**src/rtl/irqc_pkg.sv**
```systemverilog
// Package: shared constants and fixed tables for the interrupt controller.
// Assumes the 41-source numbering used throughout the block.
package irqc_pkg;

    localparam int CODE_W = 12;
    localparam int DPRIO_W = 5;

    // Fixed exception code of source n.
    function automatic logic [CODE_W-1:0] irqc_code(input int n);
        int base;
        int off;
        if (n < 15) begin
            base = 'h200; off = n;
        end else if (n == 15) begin
            base = 'h1C0; off = 0;
        end else if (n < 23) begin
            base = 'h600; off = n - 16;
        end else if (n < 34) begin
            base = 'h400; off = n - 23;
        end else if (n < 38) begin
            base = 'h700; off = n - 34;
        end else begin
            base = 'h560; off = n - 38;
        end
        return CODE_W'(base + 'h20 * off);
    endfunction

    // Reset priority of source n.
    function automatic logic [DPRIO_W-1:0] irqc_default_prio(input int n);
        if (n < 15)
            return DPRIO_W'(15 - n);
        else if (n == 15)
            return DPRIO_W'(16);
        else
            return '0;
    endfunction

endpackage

```
**src/rtl/irqc_prio_bank.sv**
```systemverilog
// Module: per-source priority registers.
// Each register loads its default on reset and is written one entry per cycle.
// Assumes out-of-range write indices are dropped.
module irqc_prio_bank #(
    parameter int NUM_SRC = 41,
    parameter int PRIO_W  = 5,
    parameter int IDX_W   = 6
) (
    input  logic                             clk,
    input  logic                             rst_n,
    input  logic                             wr_en,
    input  logic [IDX_W-1:0]                 wr_idx,
    input  logic [PRIO_W-1:0]                wr_val,
    output logic [NUM_SRC-1:0][PRIO_W-1:0]   prio_o
);
    import irqc_pkg::*;

    for (genvar g = 0; g < NUM_SRC; g++) begin : g_prio
        localparam logic [PRIO_W-1:0] DEF = PRIO_W'(irqc_default_prio(g));

        // Hold one source's priority: default on reset, else write when addressed.
        always_ff @(posedge clk) begin
            if (!rst_n)
                prio_o[g] <= DEF;
            else if (wr_en && (wr_idx == IDX_W'(g)))
                prio_o[g] <= wr_val;
        end
    end

endmodule

```
**src/rtl/irqc_pend_set.sv**
```systemverilog
// Module: pending-source set, one flag per source.
// A clear beats a raise; a raise needs a non-zero current priority.
module irqc_pend_set #(
    parameter int NUM_SRC = 41,
    parameter int PRIO_W  = 5
) (
    input  logic                             clk,
    input  logic                             rst_n,
    input  logic [NUM_SRC-1:0]               raise_i,
    input  logic [NUM_SRC-1:0]               clear_i,
    input  logic [NUM_SRC-1:0][PRIO_W-1:0]   prio_i,
    output logic [NUM_SRC-1:0]               pend_o
);

    for (genvar g = 0; g < NUM_SRC; g++) begin : g_pend
        // Update one pending flag from its strobes.
        always_ff @(posedge clk) begin
            if (!rst_n)
                pend_o[g] <= 1'b0;
            else if (clear_i[g])
                pend_o[g] <= 1'b0;
            else if (raise_i[g] && (prio_i[g] != '0))
                pend_o[g] <= 1'b1;
        end
    end

endmodule

```
**src/rtl/irqc_select.sv**
```systemverilog
// Module: combinational winner selection over the pending set.
// Picks the largest priority; a strict compare scanning upward keeps the
// lowest index on ties.
module irqc_select #(
    parameter int NUM_SRC = 41,
    parameter int PRIO_W  = 5,
    parameter int IDX_W   = 6
) (
    input  logic [NUM_SRC-1:0]               pend_i,
    input  logic [NUM_SRC-1:0][PRIO_W-1:0]   prio_i,
    output logic                             any_o,
    output logic [IDX_W-1:0]                 idx_o,
    output logic [PRIO_W-1:0]                prio_o
);

    // Scan all sources and keep the best pending one.
    always_comb begin
        any_o  = 1'b0;
        idx_o  = '0;
        prio_o = '0;
        for (int i = 0; i < NUM_SRC; i++) begin
            if (pend_i[i] && (!any_o || (prio_i[i] > prio_o))) begin
                any_o  = 1'b1;
                idx_o  = IDX_W'(i);
                prio_o = prio_i[i];
            end
        end
    end

endmodule

```
**src/rtl/prio_irq_ctrl.sv**
```systemverilog
// Module: top of the prioritised interrupt controller.
// Gates the request with the CPU block bit and a strict mask compare, and
// registers the exception code on accept.
// Assumes accept is only pulsed while a source is pending.
module prio_irq_ctrl #(
    parameter int NUM_SRC = 41,
    parameter int PRIO_W  = 5,
    parameter int MASK_W  = 4,
    parameter int IDX_W   = $clog2(NUM_SRC)
) (
    input  logic                 clk,
    input  logic                 rst_n,
    input  logic [NUM_SRC-1:0]   raise_i,
    input  logic [NUM_SRC-1:0]   clear_i,
    input  logic                 prio_we,
    input  logic [IDX_W-1:0]     prio_idx,
    input  logic [PRIO_W-1:0]    prio_wdata,
    input  logic [MASK_W-1:0]    cpu_mask,
    input  logic                 cpu_block,
    input  logic                 accept,
    output logic                 irq_req,
    output logic [11:0]          code_o
);
    import irqc_pkg::*;

    logic [NUM_SRC-1:0][PRIO_W-1:0] prio_q;
    logic [NUM_SRC-1:0]             pend_q;
    logic                           sel_any;
    logic [IDX_W-1:0]               sel_idx;
    logic [PRIO_W-1:0]              sel_prio;

    irqc_prio_bank #(.NUM_SRC(NUM_SRC), .PRIO_W(PRIO_W), .IDX_W(IDX_W)) u_bank (
        .clk    (clk),
        .rst_n  (rst_n),
        .wr_en  (prio_we),
        .wr_idx (prio_idx),
        .wr_val (prio_wdata),
        .prio_o (prio_q)
    );

    irqc_pend_set #(.NUM_SRC(NUM_SRC), .PRIO_W(PRIO_W)) u_pend (
        .clk     (clk),
        .rst_n   (rst_n),
        .raise_i (raise_i),
        .clear_i (clear_i),
        .prio_i  (prio_q),
        .pend_o  (pend_q)
    );

    irqc_select #(.NUM_SRC(NUM_SRC), .PRIO_W(PRIO_W), .IDX_W(IDX_W)) u_sel (
        .pend_i (pend_q),
        .prio_i (prio_q),
        .any_o  (sel_any),
        .idx_o  (sel_idx),
        .prio_o (sel_prio)
    );

    // Request to the CPU: something pending, not blocked, mask below priority.
    always_comb begin
        irq_req = sel_any && !cpu_block && (PRIO_W'(cpu_mask) < sel_prio);
    end

    // Capture the selected source's code when the CPU accepts.
    always_ff @(posedge clk) begin
        if (!rst_n)
            code_o <= '0;
        else if (accept)
            code_o <= irqc_code(int'(sel_idx));
    end

endmodule

```
**config.mk**
```make
export PLATFORM = sky130hd
export DESIGN_NAME = prio_irq_ctrl
export DESIGN_NICKNAME = d
export VERILOG_FILES = /design/src/rtl/irqc_pkg.sv /design/src/rtl/irqc_prio_bank.sv /design/src/rtl/irqc_pend_set.sv /design/src/rtl/irqc_select.sv /design/src/rtl/prio_irq_ctrl.sv
export SDC_FILE = /design/constraint.sdc
export NUM_CORES = 1
export LEC_CHECK = 0
export CAP_MARGIN = 40
export CORE_MARGIN = 3
export CORE_UTILIZATION = 45
export DETAILED_ROUTE_END_ITERATION = 6
export SYNTH_ARGS = -nofsm -noshare
export SYNTH_HDL_FRONTEND = slang
export SYNTH_SLANG_ARGS = --single-unit
```
**constraint.sdc**
```tcl
create_clock -name clk -period 169.9 [get_ports clk]
set_input_delay 33.98 -clock clk [delete_from_list [all_inputs] [get_ports clk]]
set_output_delay 33.98 -clock clk [all_outputs]
set_load 0.05 [all_outputs]
```
==> results of run 1 <==
[worst paths after layout]
path	to	slack [ns]	depth (start not counted)
max	irq_req	53.26	392
min	u_bank.prio_o[85]$_SDFFE_PN0P_	0.48	2
min reg2reg	u_bank.prio_o[85]$_SDFFE_PN0P_	0.48	2
max reg2reg	code_o[11]$_SDFFE_PN0P_	86.11	404
[area by class of cell]
class / count / share of cell area, %
timing repair buffer: 137 / 5.277
clock inverter: 8 / 0.3986
inverter: 215 / 3.234
multi-input combinational: 2370 / 63.98
tap: 664 / 3.309
sequential: 253 / 20.17
clock buffer: 43 / 3.628
[registers in the layout (all words and copies together) (netlist names)]
register and flops:
u_bank.prio_o 205, code_o 7, u_pend.pend_o 41
[routing by layer]
layer,share of wire [%],up-vias,GRT usage [%],routed length (um)
met5,0,-,0,0
met4,2.0,0,5.094,1323
met3,4.2,80,2.147,2729
met2,47,488,40.44,30300
met1,47,10170,32.54,30500
li1,-,10780,-,-
[logic make-up after synthesis]
kind of cell	count (synthesis)
XOR/XNOR	26
multiplexers	165
AO/OA/AOI/OAI	780
AND/OR/NAND/NOR	1207
other	1
flip-flops	253
adder cells (fa/ha/maj)	187
buffers and inverters	358
[layout by cell type, fill, tap and decap left out, types with 29 or more instances in the layout]
cell             instances
ha_1                   182
nor3b_1                 35
clkbuf_16               31
a21o_1                  29
a21boi_0               135
nand3_1                205
mux2i_1                 94
nor2b_1                 80
nor2_1                 196
nand2_1                368
a21oi_1                158
nor3_1                  61
o21ai_0                158
a31oi_1                 29
clkdlybuf4s50_1        103
mux2_2                  63
inv_1                  210
dfxtp_1                253
nand2b_1                36
[through the flow]
| stage | util (%) | worst slack [ns] | cell area [um2] | instances | power, mW |
|---|---|---|---|---|---|
| 2_1_floorplan | - | 63.12 | 22720 | 2981 | 0.1492 |
| 6_report | 50.87 | 53.26 | 25110 | 3690 | 0.2408 |
| 5_1_grt | 50.87 | 45.48 | 25110 | 3690 | 0.2587 |
| 3_3_place_gp | 48.56 | 56.10 | 23970 | 3628 | 0.1704 |
| 3_5_place_dp | 48.81 | 54.73 | 24090 | 3638 | 0.1734 |
| 4_1_cts | 50.86 | 53.65 | 25100 | 3689 | 0.2419 |
[report_power, final]
group / leakage [nW] / internal [mW] / total [mW] / switching [mW]
sequential: 2.04 / 0.0600 / 0.0609 / 0.000857
clock: 0.499 / 0.0399 / 0.0672 / 0.0273
combinational: 7.57 / 0.0471 / 0.113 / 0.0656
[worst max-delay path: cells and delay by family (launching register included)]
| family | cells | cell delay (ns) |
|---|---|---|
| compound gates | 164 | 34.77 |
| fa+ha+maj | 44 | 12.53 |
| buf+inv | 36 | 4.37 |
| flops | 1 | 0.59 |
| mux | 23 | 7.43 |
| simple gates | 125 | 22.26 |
==> metrics.cfg, run 1 <==
[route]
viasPerCell=5.831
drt-pass1-iter-count=7
postRouteWirelength_um=64850
vias=21520
ant_nets=0
wl_per_cell_um=17.57
drtIter0Drc=1387
drc_errors=0

[synth]
synth_xor_area_share_pct=1.036
synth-edff-count=0
ys_warn_count=0
yosysUniqueCellTypes=156
ys_seq_elements=253
syn_area_um2=22700
synthCells=2977
synth.avg_cell_area_um2=7.627
yosysMostFrequentCell=nand2_1
yosys.area_share.adder_pct=10.29
synth.top_cell.area_share_pct=22.31
synthArstFlopShare_pct=0
synthMuxAreaShare_pct=7.759
synth_ff_type=dfxtp_1
synth_top_family_by_area=simple AND/OR/NAND/NOR gates
netlist_top_cells_area=dfxtp_1, ha_1, nand2_1
synth_compound_area_share_pct=24.55
synthSimpleGateAreaFrac_pct=26.80
synth_common_cells=nand2_1, dfxtp_1, inv_1, nand3_1, nor2_1
seq_area_frac_synth_pct=22.31
yosysTopAreaCell=dfxtp_1

[floorplanning]
num_io_pins=115
initial_core_util_pct=46.00
rows=81
die_h_um=230.6
die-area_um2=53190
die_w_um=230.6
core_area_um2=49360

[sta]
min_period_ns=116.64
tns_ns=0
max_freq_mhz=8.573
worstMarginPinSlew_ns=0.8991
timing.slew.headroom_pct=40.06
rsz0062_at_grt=false
clock_skew_ns=0.01799
period_share_pct=68.65
hold_violations=0
slew_violations=0
hold_ws_ns=0.4801
setup_viol=0

[critical_path]
cp.required_ns=135.92
cp-start-kind=flip-flop
cp_slowest_cell=clkdlybuf4s50_1
arrival_ns=82.66
path_class=flip-flop to output pin
critPathMaxStageDelay_ns=0.88
crit_top_cell=ha_1
endpoint_kind=output pin
crit_start=u_pend.pend_o[0]$_SDFFE_PP0P_
r2r_start=u_pend.pend_o[0]$_SDFFE_PP0P_
critPathMaxFanout=16

[clocking]
htreeDepth=1
cts_buffer_depth=3
cts_buffers=31
cts_tree=built
clock_latency_ns=0.58
post_cts_buffers=0
cts_resized=0
holdBufCountCts=0
clkSlewWorstSetupHoldPaths_ns=0.06
clkSinkCount=253
clock-root-buffer=clkbuf_16

[grt]
antenna_found_initial=0
grt_max_degree=134
first_global_vias=20830
grt_use_total_pct=23.68
grt_overflow_total=0
grt_pass1_wl_um=106200

[cells_and_area]
nFillCells=4860
area_growth_syn_to_layout_pct=10.59
drive_gt1_share_pct=10.48
n_antenna_cell=0
multi_input_area_um2=16070
nets=3293
regArea_um2=5065

[power]
powerDensity_nw_per_um2=9.591
ir_worst_vdd_mv=0.007574
power_leakage_nw=10.11

[placed_design]
gp_congestion=0.9147
hpwl_um=48290
port_buffers=109

[hold_path]
hp-class=flip-flop to flip-flop
worstHoldStart=u_bank.prio_o[85]$_SDFFE_PN0P_

[run_status]
status=finished, final reports clean

[job]
maxCapViolations=0

No activity file was read; power rests on OpenSTA's default activity.
==> run 2: changes to the inputs <==
==> constraint.sdc (replaced) <==
create_clock -name clk -period 102.7 [get_ports clk]
set_input_delay 20.54 -clock clk [delete_from_list [all_inputs] [get_ports clk]]
set_output_delay 20.54 -clock clk [all_outputs]
set_load 0.05 [all_outputs]
==> run 2 against run 1 <==
Worst setup slack got worse by 47 ns. Design area grew 3.4%. Combinational power grew 71%. Final cell count up 1.4%. Largest power group unchanged.
==> metrics.cfg, run 2 (synthesis results as in run 1) <==
[run_status]
status=finished, final reports clean

[critical_path]
arrival_ns=76.38  ; -6.28 ns
crit_top_cell=ha_1
cp_slowest_cell=or4_4
endpoint_kind=output pin
critPathMaxStageDelay_ns=0.51  ; -0.37 ns
cp-start-kind=flip-flop
critPathMaxFanout=15  ; -1
cp.required_ns=82.16  ; -53.76 ns
path_class=flip-flop to output pin

[sta]
setup_viol=0  ; unchanged
period_share_pct=94.38
max_freq_mhz=10.32
slew_violations=0  ; unchanged
min_period_ns=96.92
timing.slew.headroom_pct=36.68  ; -3.4 points
worstMarginPinSlew_ns=0.9411  ; +0.04204 ns
clock_skew_ns=0.01805  ; +0.00005940 ns
hold_violations=0  ; unchanged

[route]
drtIter0Drc=1520  ; +9.6%
vias=21860  ; +1.6%
postRouteWirelength_um=66210  ; +2.1%
drt-pass1-iter-count=6  ; -1
ant_nets=0  ; unchanged
drc_errors=0  ; unchanged
wl_per_cell_um=17.69  ; +0.64%
viasPerCell=5.841  ; +0.17%

[grt]
antenna_found_initial=1  ; +1
grt_use_total_pct=24.02  ; +0.34 points
first_global_vias=20680  ; -0.76%
grt_max_degree=129  ; -3.7%
grt_pass1_wl_um=106400  ; +0.19%
grt_overflow_total=0  ; unchanged

[clocking]
cts_tree=built
clkSlewWorstSetupHoldPaths_ns=0.06  ; about the same
cts_buffer_depth=3  ; unchanged
htreeDepth=2  ; +1
clock_latency_ns=0.54  ; -0.04 ns
clock-root-buffer=clkbuf_16
clkSinkCount=253  ; unchanged
holdBufCountCts=0  ; unchanged
cts_buffers=34  ; +9.7%

[cells_and_area]
top_regs=u_bank.prio_o: 205 flops, u_pend.pend_o: 41 flops, code_o: 7 flops
largest_reg_flops=205  ; unchanged
drive_gt1_share_pct=13.64  ; +3.2 points
regMostFlops=u_bank.prio_o
n_antenna_cell=0  ; unchanged
nets=3345  ; +1.6%
final_cell_mix=nand2_1, dfxtp_1, inv_1
area_growth_syn_to_layout_pct=14.34
layout_commonest_cell=nand2_1
utilization_pct=52.60  ; +1.7 points

[floorplanning]
initial_core_util_pct=46.00  ; unchanged
die_h_um=230.6  ; unchanged
die-area_um2=53190  ; unchanged
num_io_pins=115  ; unchanged
core_area_um2=49360  ; unchanged
die_w_um=230.6  ; unchanged
rows=81  ; unchanged

[hold_path]
hp-class=flip-flop to flip-flop

[power]
p_total_mw=0.4235  ; +76%
ir_worst_vdd_mv=0.01320  ; +74%
powerDensity_nw_per_um2=16.32  ; +70%
power_leakage_nw=10.45  ; +3.3%

[placed_design]
hpwl_um=48200  ; -0.19%
gp_congestion=0.8880  ; -2.9%
port_buffers=109  ; unchanged

[job]
maxCapViolations=0  ; unchanged

[run 2: layer usage]
metal	GRT usage (%)	vias up	wire [um]	part of all wire (%)
met5	0	-	0	0
met4	5.578	0	1414	2.1
met3	3.381	86	3214	4.9
met2	40.56	488	30790	47
met1	32.47	10410	30780	46
li1	-	10880	-	-
[run 2: final timing paths]
| kind | endpoint | startpoint | slack [ns] | cells past startpoint |
|---|---|---|---|---|
| setup / recovery | irq_req | u_pend.pend_o[0]$_SDFFE_PP0P_ | 5.78 | 395 |
| hold / removal | u_bank.prio_o[10]$_SDFFE_PN1P_ | u_bank.prio_o[10]$_SDFFE_PN1P_ | 0.48 | 2 |
| setup reg to reg | code_o[11]$_SDFFE_PN0P_ | u_pend.pend_o[0]$_SDFFE_PP0P_ | 24.32 | 407 |
| hold reg to reg | u_bank.prio_o[10]$_SDFFE_PN1P_ | u_bank.prio_o[10]$_SDFFE_PN1P_ | 0.48 | 2 |
[run 2: worst max-delay path, delay by kind of cell (launching register included)]
kind	cells	cell delay, ns
adders and majority gates	44	12.57
buffers and inverters	43	4.49
AOI/OAI and AO/OA	170	32.45
and+or+nand+nor	115	18.86
DFF	1	0.43
muxes	23	6.91
[run 2: through the flow]
step,hold slack [ns],instance area [um2],std cells,worst slack [ns],setup TNS (ns)
final,0.4792,25960,3743,5.776,0
after global routing,0.5041,25960,3743,-0.5063,-0.5063
after CTS,0.4813,25300,3694,0.01187,0
after detailed placement,0.4699,24090,3639,0.2668,0
after global placement,0.4578,24000,3632,0.8636,0
after floorplan,0.4412,22720,2981,9.362,0
[run 2: timing repair]
item                                    CTS  global route
gates resized for setup                   4            75
pin swaps                                 0            22
buffers inserted                          0            45
endpoints found under the setup margin    1             1
gates cloned                              0             3
[run 2: report_power, final]
part	internal, mW	leakage, nW	switching [mW]
Combinational	0.0808	7.82	0.112
Clock	0.0820	0.585	0.0477
Sequential	0.0993	2.04	0.00151
Total	0.262	10.4	0.161
[run 2: cell type report]
| cell class | instances | area [um2] |
|---|---|---|
| clock buffers | 42 | 974.7 |
| repair buffers | 183 | 1655 |
| flip-flops and latches | 253 | 5069 |
| fillers | 4815 | 23400 |
| inverters | 215 | 812.0 |
| clock inverters | 13 | 224.0 |
| multi-input cells | 2373 | 16390 |
| well taps | 664 | 830.8 |
==> run 3: changes to the inputs <==
--- a/config.mk
+++ b/config.mk
@@ -9,6 +9,7 @@
 export CORE_MARGIN = 3
 export CORE_UTILIZATION = 45
 export DETAILED_ROUTE_END_ITERATION = 6
+export SLEW_MARGIN = 40
 export SYNTH_ARGS = -nofsm -noshare
 export SYNTH_HDL_FRONTEND = slang
 export SYNTH_SLANG_ARGS = --single-unit
==> run 3 against run 2 <==
Flip-flop and latch count stayed put. Design area barely moved. Final cell count hardly changed. Clock skew fell by 0.0021 ns. First-iteration DRC count decreased by 2.9%. Total power barely moved. Maximum frequency increased by 0.36%. Die area stayed put. Worst setup slack improved by 0.34 ns.
==> metrics.cfg, run 3 (synthesis results as in run 1) <==
[placed_design]
port_buffers=109  ; unchanged
hpwl_um=48280  ; +0.17%
gp_congestion=0.8880  ; unchanged

[floorplanning]
die_h_um=230.6  ; unchanged
num_io_pins=115  ; unchanged
initial_core_util_pct=46.00  ; unchanged
rows=81  ; unchanged
die-area_um2=53190  ; unchanged
core_area_um2=49360  ; unchanged
die_w_um=230.6  ; unchanged

[critical_path]
reg2reg_depth=404  ; -0.74%
cp_slowest_cell=or4_4
critPathMaxStageDelay_ns=0.51  ; about the same
r2r_start=u_pend.pend_o[0]$_SDFFE_PP0P_
endpoint_kind=output pin
crit_top_cell=ha_1
r2r_end=code_o[11]$_SDFFE_PN0P_
cp.required_ns=82.16  ; about the same
r2r_setup_slack_ns=24.64  ; +0.32 ns
critPathCapture=irq_req
path_class=flip-flop to output pin
critPathMaxFanout=15  ; unchanged
crit_start=u_pend.pend_o[0]$_SDFFE_PP0P_
arrival_ns=76.04  ; -0.34 ns
cp-start-kind=flip-flop

[power]
p_sw_share_pct=38.48  ; +0.38 points
switchingPower_mw=0.1631  ; +1.1%
p_seq_share_pct=23.8  ; about the same
power_leakage_nw=10.41  ; -0.36%
combPwrFrac_pct=45.6  ; about the same
p_total_mw=0.4239  ; about the same
p_int_mw=0.2608  ; -0.54%
powerDensity_nw_per_um2=16.32  ; about the same
p_clk_share_pct=30.6  ; about the same
ir_worst_vdd_mv=0.01197  ; -9.3%

[grt]
grt_use_total_pct=24.10  ; +0.084 points
antenna_found_initial=0  ; -1
grt_pass1_wl_um=106800  ; +0.32%
grt_max_degree=129  ; unchanged
first_global_vias=20590  ; -0.39%
grt_overflow_total=0  ; unchanged

[route]
drt-pass1-iter-count=6  ; unchanged
postRouteWirelength_um=66480  ; +0.41%
ant_nets=0  ; unchanged
drtIter0Drc=1476  ; -2.9%
wl_per_cell_um=17.77  ; +0.49%
drc_errors=0  ; unchanged
viasPerCell=5.814  ; -0.46%
vias=21750  ; -0.54%

[sta]
clock_skew_ns=0.01598  ; -0.002076 ns
hold_ws_ns=0.4794  ; +0.0001870 ns
min_period_ns=96.58  ; -0.3445 ns
period_share_pct=94.04  ; -0.34 points
slew_violations=0  ; unchanged
timing.slew.headroom_pct=36.31  ; -0.38 points
setup_viol=0  ; unchanged
tns_ns=0  ; unchanged
max_freq_mhz=10.35  ; +0.36%
worstMarginPinSlew_ns=0.9467  ; +0.005574 ns
hold_violations=0  ; unchanged

[clocking]
clkSinkCount=253  ; unchanged
holdBufCountCts=0  ; unchanged
clock_latency_ns=0.54  ; about the same
clock-root-buffer=clkbuf_16
cts_buffers=34  ; unchanged
cts_tree=built
cts_buffer_depth=3  ; unchanged
clkSlewWorstSetupHoldPaths_ns=0.06  ; about the same
htreeDepth=2  ; unchanged

[cells_and_area]
utilization_pct=52.64  ; about the same
largest_reg_flops=205  ; unchanged
final_cell_mix=nand2_1, dfxtp_1, inv_1
drive_gt1_share_pct=13.69  ; +0.046 points
regMostFlops=u_bank.prio_o
layout_commonest_cell=nand2_1
n_antenna_cell=0  ; unchanged
nets=3338  ; -0.21%
top_regs=u_bank.prio_o: 205 flops, u_pend.pend_o: 41 flops, code_o: 7 flops
area_growth_syn_to_layout_pct=14.43  ; about the same

[hold_path]
hp-class=flip-flop to flip-flop

[job]
maxCapViolations=0  ; unchanged

[run_status]
status=finished, final reports clean

run 3: cell types whose count changed in the layout (fill, tap and decap cells not counted), moves of 3 or more:
cell / change
buf_4: -6
clkbuf_1: +3
nor3_1: -3
nor3_2: +3
run 3: how the worst min path moves through the flow:
| stage | from | slack [ns] | cells after the start | endpoint |
|---|---|---|---|---|
| final | u_bank.prio_o[10]$_SDFFE_PN1P_ | 0.48 | 2 | u_bank.prio_o[10]$_SDFFE_PN1P_ |
| after global routing | u_bank.prio_o[10]$_SDFFE_PN1P_ | 0.51 | 2 | u_bank.prio_o[10]$_SDFFE_PN1P_ |
| after detailed placement | code_o[7]$_SDFFE_PN0P_ | 0.47 | 1 | code_o[7]$_SDFFE_PN0P_ |
| after floorplan | u_bank.prio_o[10]$_SDFFE_PN1P_ | 0.44 | 2 | u_bank.prio_o[10]$_SDFFE_PN1P_ |
| after global placement | u_bank.prio_o[10]$_SDFFE_PN1P_ | 0.46 | 2 | u_bank.prio_o[10]$_SDFFE_PN1P_ |
| after CTS | code_o[7]$_SDFFE_PN0P_ | 0.48 | 1 | code_o[7]$_SDFFE_PN0P_ |
run 3: power by group through the flow:
stage                     registers (mW)  clock network, mW  logic, mW
after global placement             0.103                  0      0.180
after CTS                          0.101              0.133      0.186
after floorplan                    0.104                  0      0.143
final                              0.101              0.130      0.193
after detailed placement           0.103                  0      0.185
after global routing               0.101              0.136      0.217
run 3: through the flow:
stage / instances / cell area, um2 / worst slack [ns]
global route: 3740 / 25980 / -0.3619
CTS: 3692 / 25270 / 0.1275
global placement: 3632 / 24000 / 0.8636
floorplan: 2981 / 22720 / 9.362
finish: 3740 / 25980 / 6.120
detailed placement: 3633 / 24050 / 0.3450
run 3: cell type report:
class	instances	area [um2]
sequential	253	5069
clock buffer	43	958.4
inverter	215	812.0
clock inverter	16	245.2
timing repair buffer	175	1570
tap	664	830.8
fill	4807	23380
multi-input combinational	2374	16490
run 3: timing repair:
action | CTS | global route
setup buffers | 0 | 44
resized for setup | 4 | 80
hold endpoints to repair | 0 | 0
cloned | 0 | 4
pin swaps | 0 | 19
endpoints found under the setup margin | 1 | 1
run 3: layer usage:
metal,up-vias,track usage [%],routed length [um]
met5,-,0,0
met1,10280,32.78,30700
li1,10860,-,-
met2,517,40.53,30840
met3,88,3.356,3571
met4,0,5.501,1361
run 3: worst max-delay path, delay by kind of cell (launching register included):
| kind | cells | cell delay [ns] |
|---|---|---|
| flops | 1 | 0.39 |
| fa+ha+maj | 44 | 12.08 |
| mux | 26 | 7.87 |
| compound gates | 166 | 31.86 |
| buf+inv | 37 | 3.61 |
| simple gates | 119 | 19.59 |
